[src/rtl/te_gate_pkg.sv]
package te_gate_pkg;
  typedef enum logic [1:0] {
    TRIG_INTERNAL = 2'd0,
    TRIG_FRAME    = 2'd1,
    TRIG_LINE     = 2'd2,
    TRIG_RESERVED = 2'd3
  } trig_mode_e;

  localparam int unsigned SYNC_STAGES = 2;
  localparam int unsigned NUM_CHANNELS = 2; // 0: vertical, 1: horizontal
endpackage

[src/rtl/te_sync.sv]
module te_sync #(
  parameter int unsigned STAGES = 2
) (
  input  logic clk,
  input  logic rst_n,
  input  logic d_async,
  output logic q_sync
);
  logic [STAGES-1:0] chain;

  always_ff @(posedge clk or negedge rst_n) begin
    if (!rst_n) chain <= '0;
    else        chain <= {chain[STAGES-2:0], d_async};
  end

  assign q_sync = chain[STAGES-1];
endmodule

[src/rtl/te_width_meter.sv]
module te_width_meter #(
  parameter int unsigned WB = 8
) (
  input  logic          clk,
  input  logic          rst_n,
  input  logic          te_s,
  input  logic          act_high,
  output logic          run_end,
  output logic [WB-1:0] run_len
);
  localparam logic [WB-1:0] LEN_MAX = '1;

  logic          active;
  logic          idle_seen;
  logic [WB-1:0] len_q;

  assign active = act_high ? te_s : ~te_s;

  // A run only counts after the line has been seen idle, so the level
  // left behind by reset is never mistaken for a pulse.
  always_ff @(posedge clk or negedge rst_n) begin
    if (!rst_n) begin
      idle_seen <= 1'b0;
      len_q     <= '0;
    end else begin
      if (!active) idle_seen <= 1'b1;
      if (!active)
        len_q <= '0;
      else if (idle_seen && len_q != LEN_MAX)
        len_q <= len_q + 1'b1;
    end
  end

  assign run_end = !active && (len_q != '0);
  assign run_len = len_q;
endmodule

[src/rtl/te_line_counter.sv]
module te_line_counter #(
  parameter int unsigned LB = 11
) (
  input  logic        clk,
  input  logic        rst_n,
  input  logic        vs_evt,
  input  logic        hs_evt,
  input  logic [LB-1:0] target,
  output logic [LB:0] line_cnt,
  output logic        line_hit
);
  localparam logic [LB:0] CNT_MAX = '1;

  logic [LB:0] next_cnt;

  assign next_cnt = (line_cnt == CNT_MAX) ? line_cnt : line_cnt + 1'b1;

  always_ff @(posedge clk or negedge rst_n) begin
    if (!rst_n)      line_cnt <= '0;
    else if (vs_evt) line_cnt <= '0;
    else if (hs_evt) line_cnt <= next_cnt;
  end

  assign line_hit = (hs_evt && next_cnt == {1'b0, target}) ||
                    (vs_evt && target == '0);
endmodule

[src/rtl/te_start_gate.sv]
module te_start_gate
  import te_gate_pkg::*;
#(
  parameter int unsigned WIDTH_BITS = 8,
  parameter int unsigned LINE_BITS  = 11
) (
  input  logic                  clk,
  input  logic                  rst_n,
  input  logic [1:0]            mode,
  input  logic                  vs_active_high,
  input  logic                  hs_active_high,
  input  logic [WIDTH_BITS-1:0] vs_width,
  input  logic [WIDTH_BITS-1:0] hs_width,
  input  logic [LINE_BITS-1:0]  line_target,
  input  logic                  arm,
  input  logic                  te_in,
  output logic                  start_pulse
);
  logic te_s;
  logic [NUM_CHANNELS-1:0] pol;
  logic [NUM_CHANNELS-1:0] ch_end;
  logic [WIDTH_BITS-1:0]   ch_len [NUM_CHANNELS];
  logic vs_evt, hs_evt, line_hit;
  logic [LINE_BITS:0] line_cnt;
  logic armed, pending, trigger, fire;
  trig_mode_e mode_e;

  te_sync #(.STAGES(SYNC_STAGES)) u_sync (
    .clk(clk), .rst_n(rst_n), .d_async(te_in), .q_sync(te_s)
  );

  assign pol = {hs_active_high, vs_active_high};

  for (genvar c = 0; c < NUM_CHANNELS; c++) begin : g_meter
    te_width_meter #(.WB(WIDTH_BITS)) u_meter (
      .clk(clk), .rst_n(rst_n), .te_s(te_s), .act_high(pol[c]),
      .run_end(ch_end[c]), .run_len(ch_len[c])
    );
  end

  assign vs_evt = ch_end[0] && (ch_len[0] >= vs_width);
  assign hs_evt = ch_end[1] && (ch_len[1] >= hs_width) &&
                  (ch_len[1] < vs_width);

  te_line_counter #(.LB(LINE_BITS)) u_lines (
    .clk(clk), .rst_n(rst_n), .vs_evt(vs_evt), .hs_evt(hs_evt),
    .target(line_target), .line_cnt(line_cnt), .line_hit(line_hit)
  );

  assign mode_e  = trig_mode_e'(mode);
  assign pending = armed || arm;

  always_comb begin
    case (mode_e)
      TRIG_INTERNAL: trigger = 1'b1;
      TRIG_FRAME:    trigger = vs_evt;
      TRIG_LINE:     trigger = line_hit;
      default:       trigger = 1'b0;
    endcase
  end

  assign fire = pending && trigger;

  always_ff @(posedge clk or negedge rst_n) begin
    if (!rst_n) begin
      armed       <= 1'b0;
      start_pulse <= 1'b0;
    end else begin
      armed       <= pending && !fire;
      start_pulse <= fire;
    end
  end
endmodule

[config.mk]
export PLATFORM = sky130hd
export DESIGN_NAME = te_start_gate
export DESIGN_NICKNAME = d
export VERILOG_FILES = /design/src/rtl/te_gate_pkg.sv /design/src/rtl/te_sync.sv /design/src/rtl/te_width_meter.sv /design/src/rtl/te_line_counter.sv /design/src/rtl/te_start_gate.sv
export SDC_FILE = /design/constraint.sdc
export NUM_CORES = 1
export LEC_CHECK = 0
export BUFFER_PORTS_ARGS = -buffer_cell sky130_fd_sc_hd__buf_2
export CORE_ASPECT_RATIO = 0.6
export CORE_MARGIN = 2
export CORE_UTILIZATION = 30
export CTS_BUF_LIST = sky130_fd_sc_hd__clkbuf_4 sky130_fd_sc_hd__clkbuf_8 sky130_fd_sc_hd__clkbuf_16
export CTS_CLUSTER_SIZE = 14
export DETAILED_ROUTE_END_ITERATION = 7
export HOLD_SLACK_MARGIN = 0.15
export PLACE_DENSITY = 0.47
export SYNTH_ARGS = -nofsm -noshare
export SYNTH_HDL_FRONTEND = slang
export SYNTH_HIERARCHICAL = 1
export SYNTH_SLANG_ARGS = --single-unit
export TNS_END_PERCENT = 1
[constraint.sdc]
create_clock -name clk -period 2.7 [get_ports clk]
set_input_delay 0.54 -clock clk [delete_from_list [all_inputs] [get_ports clk]]
set_output_delay 0.54 -clock clk [all_outputs]
set_load 0.005 [all_outputs]
==> flow_summary.json, run 1 <==
{
  "pwr-share-clk_pct": 43.8,
  "synth.top_cell.area_share_pct": 30.8,
  "synth_commonest_cells": "nor2_1 (35), dfrtp_1 (34), ha_1 (28)",
  "vias": 2499,
  "hold_slack_ps": 345,
  "synth-edff-count": 0,
  "gr-total-overflow": 0,
  "timing_hold_violations_final": 0,
  "wl_per_cell_um": 14.7,
  "drt_iter0_drc": 132,
  "cts_buffers": 5,
  "antenna_found_initial": 0,
  "ios": 36,
  "fp.dieArea_mm2": 0.0100,
  "area_growth_pct": 25.3,
  "synth_cell_types": 54,
  "seq_area_frac_synth_pct": 30.8,
  "cp.required_ps": 2890,
  "avgSynthCellArea_um2": 8.78,
  "drc": 0,
  "coreArea_mm2": 0.00905,
  "cts_tree": "done",
  "setup_violations": 0,
  "placed_cells": 488,
  "row_count": 27,
  "nets": 444,
  "clockBufferDepth": 2,
  "postRouteAntennaNets": 0,
  "cts-htree-levels": 2,
  "finalClockSkew_ps": 5.89,
  "dp_hpwl_um": 5740,
  "cp-start-kind": "flop",
  "ys_top_cells_by_area": "dfrtp_1 (31%), ha_1 (13%), nor2_1 (4.7%)",
  "busiest_layer": "met1",
  "p_leak_uw": 0.00169,
  "arrival_ps": 2770,
  "viasPerCell": 5.03,
  "tightest_slew_ps": 849,
  "place_congestion": 0.845,
  "initial_core_util_pct": 30.6,
  "synth-async-reset-ratio_pct": 100,
  "ff_latch_area_um2": 851,
  "synthesis.nets": 378,
  "clkSlewWorstSetupHoldPaths_ps": 60,
  "drt_pass1_iterations": 4,
  "rsz0062_at_grt": "true",
  "die_x_um": 128,
  "grt_pass1_wl_um": 12200,
  "setup.worst_path.class": "reg2reg",
  "p_sw_uw": 415,
  "swShare_pct": 26.6,
  "synth-seq-cells": 34,
  "p_seq_share_pct": 36.3,
  "cts_root_buffer": "clkbuf_16",
  "vdd_drop_max_mv": 0.211,
  "maxSlewViolCount": 0,
  "io_buffers": 35,
  "timing.final.crit_period_ps": 2580,
  "power_density_mw_per_mm2": 450,
  "cp-end-kind": "flop",
  "track_usage_pct": 15.5,
  "met3_usage_pct": 4.57,
  "fmax_mhz": 388,
  "met1_usage_pct": 25.6,
  "p_int_uw": 1140,
  "ys.warnings.count": 6,
  "grt_start_max_net_pins": 35,
  "netlist.top_cell.by_area": "dfrtp_1",
  "p_comb_share_pct": 19.8,
  "multi_input_area_mm2": 0.00180,
  "nFillCells": 956,
  "synth_area_mm2": 0.00277,
  "clk_latency_ps": 280,
  "holdBufCountCts": 0,
  "ys.flop_type": "dfrtp_1",
  "final_cells": 497,
  "clkSinkCount": 34,
  "yosysMostFrequentCell": "nor2_1",
  "finalCritPeriodShare_pct": 95.5,
  "fin_util_pct": 38.3,
  "netlist_instances": 315,
  "grt_pass1_vias": 2379,
  "dieHeight_um": 78.4,
  "cap_violations": 0,
  "grt.met2_usage_pct": 18.6,
  "diodes": 0,
  "slew_headroom_pct": 43.4,
  "drive_above_1_share_pct": 25.2,
  "cp_max_fo": 8,
  "hold_class": "reg2reg",
  "outcome": "finished clean",
  "routed_wl_um": 7300
}
## final timing paths
kind                                      from                   end  slack (ps)  depth (start not counted)
max                        u_lines/line_cnt[0]           start_pulse         120                          9
max reg2reg                u_lines/line_cnt[0]           start_pulse         120                          9
min                            u_sync/chain[0]       u_sync/chain[1]         350                          0
min reg2reg                    u_sync/chain[0]       u_sync/chain[1]         350                          0
min in group asynchronous                rst_n  u_lines/line_cnt[10]         370                          1
max in group asynchronous                rst_n       u_sync/chain[1]        1800                          1
## timing repair
| item | in CTS | in global routing |
|---|---|---|
| buffers inserted | 1 | 1 |
| resized for setup | 2 | 1 |
| endpoints found under the setup margin | 2 | 2 |
| pin swaps | 5 | 2 |
| hold endpoints to repair | 0 | 0 |
## per-layer routing
layer  routed length (um)  up-vias
met1                 4360     1164
met4                   67        0
met5                    0        -
met2                 2460       43
met3                  407        7
li1                     -     1285
## power by group through the flow
stage | sequential (uW) | combinational (uW) | clock [uW]
after CTS | 567 | 304 | 698
after floorplan | 573 | 175 | 0
final | 567 | 309 | 683
after detailed placement | 577 | 297 | 0
after global routing | 573 | 350 | 723
after global placement | 577 | 296 | 0
## worst max-delay path, stage by stage, from the launching register on
cell	delay, ps
dfrtp_1	440
ha_1	290
and3_2	270
nand4_2	270
and3_1	260
o21ai_0	260
nand3_1	160
o31ai_2	250
nor2_1	90
a211oi_2	200
## layout by cell type, fill, tap and decap left out, types with 8 or more instances in the layout
cell type,count
nor2_1,35
buf_2,35
dfrtp_1,34
buf_4,30
ha_1,28
inv_1,27
a21oi_1,18
nand3_1,16
xor2_1,13
nand2_1,11
and3_1,11
o21ai_0,10
mux2i_1,9
nor3_1,8
## stage by stage
step | setup WS (ps) | power [uW] | cell area [um2] | setup TNS [ps]
floorplan | 22.0 | 749 | 2780 | 0
global placement | -131 | 873 | 3270 | -249
detailed placement | -246 | 874 | 3270 | -465
CTS | 105 | 1570 | 3450 | 0
global route | -120 | 1650 | 3470 | -223
finish | 122 | 1560 | 3470 | 0
## state kept, by name, summed over array words and instances, names as in the netlist
| name | cells |
|---|---|
| u_lines/line_cnt | 12 |
| g_meter.u_meter/idle_seen | 2 |
| start_pulse | 1 |
| u_sync/chain | 2 |
| g_meter.u_meter/run_len | 16 |
| armed | 1 |
## cell families (layout without fill, tap and decap cells)
| family | after synthesis | after routing | share of synthesized area, % |
|---|---|---|---|
| XOR/XNOR | 21 | 21 | 6.65 |
| buffers and inverters | 33 | 99 | 4.84 |
| adder cells (fa/ha/maj) | 28 | 28 | 12.7 |
| multiplexers | 11 | 11 | 4.21 |
| AND/OR/NAND/NOR | 121 | 121 | 24.7 |
| flip-flops | 34 | 34 | 30.8 |
| AO/OA/AOI/OAI | 67 | 67 | 16.2 |
## cell type report
class / instances / share of cell area, %
Clock buffer: 6 / 4.01
Clock inverter: 1 / 0.866
Inverter: 27 / 2.92
Multi-Input combinational cell: 248 / 51.9
Sequential cell: 34 / 24.5
Tap cell: 116 / 4.19
Timing Repair Buffer: 65 / 11.6
Note: power is estimated with default switching activity, not from simulation.
==> run 2: changes to the inputs <==
--- a/config.mk
+++ b/config.mk
@@ -5,7 +5,8 @@
 export SDC_FILE = /design/constraint.sdc
 export NUM_CORES = 1
 export LEC_CHECK = 0
-export BUFFER_PORTS_ARGS = -buffer_cell sky130_fd_sc_hd__buf_2
+export ABC_AREA = 1
+export BUFFER_PORTS_ARGS = -buffer_cell sky130_fd_sc_hd__clkbuf_2
 export CORE_ASPECT_RATIO = 0.6
 export CORE_MARGIN = 2
 export CORE_UTILIZATION = 30
@@ -13,7 +14,8 @@
 export CTS_CLUSTER_SIZE = 14
 export DETAILED_ROUTE_END_ITERATION = 7
 export HOLD_SLACK_MARGIN = 0.15
-export PLACE_DENSITY = 0.47
+export PLACE_DENSITY = 0.46
+export SKIP_CTS_REPAIR_TIMING = 1
 export SYNTH_ARGS = -nofsm -noshare
 export SYNTH_HDL_FRONTEND = slang
 export SYNTH_HIERARCHICAL = 1
==> run 2 against run 1 <==
  * Sequential cell count is the same
  * Routed wire length rose by 9.3%
  * Sequential share of layout area fell by 0.50 points
  * Non-clock buffer count fell by 26
  * Global-route usage decreased by 0.10 points
  * Highest routed layer unchanged
  * Power up 49%
  * Clock power is 18% lower
==> flow_summary.json, run 2 <==
{
  "antenna_found_initial": 0,
  "track_usage_pct": 15.4,
  "dpl_cell_area_mm2": 0.00340,
  "cp-start-kind": "flop",
  "drc": 0,
  "cp-end-kind": "flop",
  "grt_start_max_net_pins": 35,
  "netlist_instances": 459,
  "synth-seq-cells": 34,
  "synthMuxAreaShare_pct": 0,
  "synth-async-reset-ratio_pct": 100,
  "tightest_slew_ps": 880,
  "synth_area_mm2": 0.00304,
  "ys.warnings.count": 6,
  "synth_xor_area_share_pct": 0.863,
  "ios": 36,
  "gr-total-overflow": 0,
  "slew_headroom_pct": 41.3,
  "synthSimpleGateAreaFrac_pct": 41.5,
  "die_x_um": 134,
  "synth-compound-area-share_pct": 7.85,
  "vias": 2968,
  "synth_fa_ha_area_share_pct": 11.5,
  "cts_root_buffer": "clkbuf_16",
  "routed_wl_um": 7980,
  "cp_max_fo": 16,
  "synth-edff-count": 0,
  "power_density_mw_per_mm2": 659,
  "crit_path_frequent_cell": "nand2_1",
  "yosysMostFrequentCell": "nand2_1",
  "diodes": 0,
  "grt_pass1_vias": 2626,
  "cts-htree-levels": 2,
  "hold_path_end": "u_sync/chain[1]",
  "ys_top_cells_by_area": "dfrtp_1 (28%), nand2_1 (17%), ha_1 (12%)",
  "cp.required_ps": 2900,
  "timing_hold_violations_final": 0,
  "postRouteAntennaNets": 0,
  "synth_cell_types": 35,
  "avgSynthCellArea_um2": 6.63,
  "clkSinkCount": 34,
  "fmax_mhz": 423,
  "hold_slack_ps": 352,
  "crit_path_max_incr_delay_ps": 400,
  "p_leak_uw": 0.00195,
  "rsz0062_at_grt": "false",
  "synth.top_cell.area_share_pct": 28.0,
  "finalCritPeriodShare_pct": 87.5,
  "cts_buffers": 5,
  "clockBufferDepth": 2,
  "cts_tree": "done",
  "hold_start": "u_sync/chain[0]",
  "arrival_ps": 2560,
  "crit_path_top_delay_cell": "dfrtp_1",
  "synth_top_family_by_area": "simple AND/OR/NAND/NOR gates",
  "ys.flop_type": "dfrtp_1",
  "synthesis.nets": 522,
  "clk_latency_ps": 280,
  "path_cells": "ha_1, nand2_2, nor2_4, nand3_4, nand2_1, nand2_1, nand2_1, nand2_1, nor2_1, nand2_1, nor2_1, nand2_1, nand2_1, o21bai_1, a21oi_2",
  "drt_pass1_iterations": 5,
  "final_common_cell": "nand2_1",
  "r2r-end": "start_pulse",
  "cap_violations": 0,
  "fp.dieArea_mm2": 0.0110,
  "vdd_drop_max_mv": 0.242,
  "final_area_mm2": 0.00354,
  "viasPerCell": 4.66,
  "grt_pass1_wl_um": 13100,
  "coreArea_mm2": 0.00988,
  "synth_commonest_cells": "nand2_1 (139), inv_1 (68), nand3_1 (47)",
  "row_count": 28,
  "maxSlewViolCount": 0,
  "reg2regPathDepth": 15,
  "netlist.top_cell.by_area": "dfrtp_1",
  "setup_violations": 0,
  "fin_tns_setup_ps": 0,
  "initial_core_util_pct": 30.8,
  "seq_area_frac_synth_pct": 28.0,
  "reg2reg_slack_ps": 340,
  "area_growth_pct": 16.3,
  "setup.worst_path.class": "reg2reg",
  "mostFrequentLayoutCells": "nand2_1 (139), inv_1 (68), nand3_1 (47)",
  "dp_hpwl_um": 6480,
  "drive_above_1_share_pct": 16.3,
  "wl_per_cell_um": 12.5,
  "dieHeight_um": 82.0,
  "timing.final.crit_period_ps": 2360,
  "outcome": "finished clean",
  "clkSlewWorstSetupHoldPaths_ps": 50,
  "nFillCells": 1082,
  "nets": 565,
  "largest_register_ffs": 16,
  "io_buffers": 35,
  "holdPathStages": 0,
  "rr_startpoint": "u_lines/line_cnt[0]",
  "finalClockSkew_ps": 2.74,
  "place_congestion": 0.776,
  "hold_class": "reg2reg",
  "drt_iter0_drc": 274
}
run 2: kinds of logic (layout without fill, tap and decap cells):
logic type	after synthesis	in the layout
AOI/OAI and AO/OA	43	43
DFF	34	34
buffers and inverters	81	124
and+or+nand+nor	270	270
adders and majority gates	28	28
xor gates and xnor gates	3	3
run 2: worst max path at each step:
stage | start | to | slack (ps)
after floorplan | vs_width[7] | armed | 470
after global placement | vs_width[7] | start_pulse | 200
after detailed placement | hs_active_high | armed | 220
after CTS | u_lines/line_cnt[0] | start_pulse | 330
after global routing | u_sync/chain[1] | start_pulse | 40
final | u_lines/line_cnt[0] | start_pulse | 340
run 2: metal layers:
layer	share of wire [%]	GRT usage [%]	up-vias	wire, um
met5	0	0	-	0
met3	5.7	3.58	7	453
li1	-	-	1564	-
met4	0.86	4.21	0	69
met2	38	20.5	65	3000
met1	56	24.1	1332	4450
run 2: area by class of cell:
class	count	area (um2)	area share [%]
clock buffer	7	140	3.96
tap	135	169	4.77
multi-input combinational	344	1880	53.1
inverter	78	295	8.35
timing repair buffer	39	205	5.80
sequential	34	851	24.0
run 2: power by group:
part / switching, uW / internal, uW / total (uW) / leakage, uW
logic: 663 / 350 / 1010 / 0.00147
clock network: 204 / 357 / 561 / 0.0000708
registers: 141 / 616 / 756 / 0.000412
total: 1010 / 1320 / 2330 / 0.00195
run 2: critical path: cells and delay by family, from the launching register on:
family	cells	cell delay, ps
AOI/OAI and AO/OA	2	260
adders and majority gates	1	300
DFF	1	400
and+or+nand+nor	12	1330
run 2: per-stage QoR:
| step | total power, uW | setup WS (ps) | utilization, % | cells |
|---|---|---|---|---|
| floorplan | 1490 | 472 | - | 459 |
| finish | 2330 | 338 | 35.8 | 637 |
| detailed placement | 1770 | 218 | 34.4 | 630 |
| global placement | 1770 | 198 | 34.4 | 630 |
| CTS | 2350 | 325 | 35.8 | 637 |
| global route | 2550 | 43.0 | 35.8 | 637 |
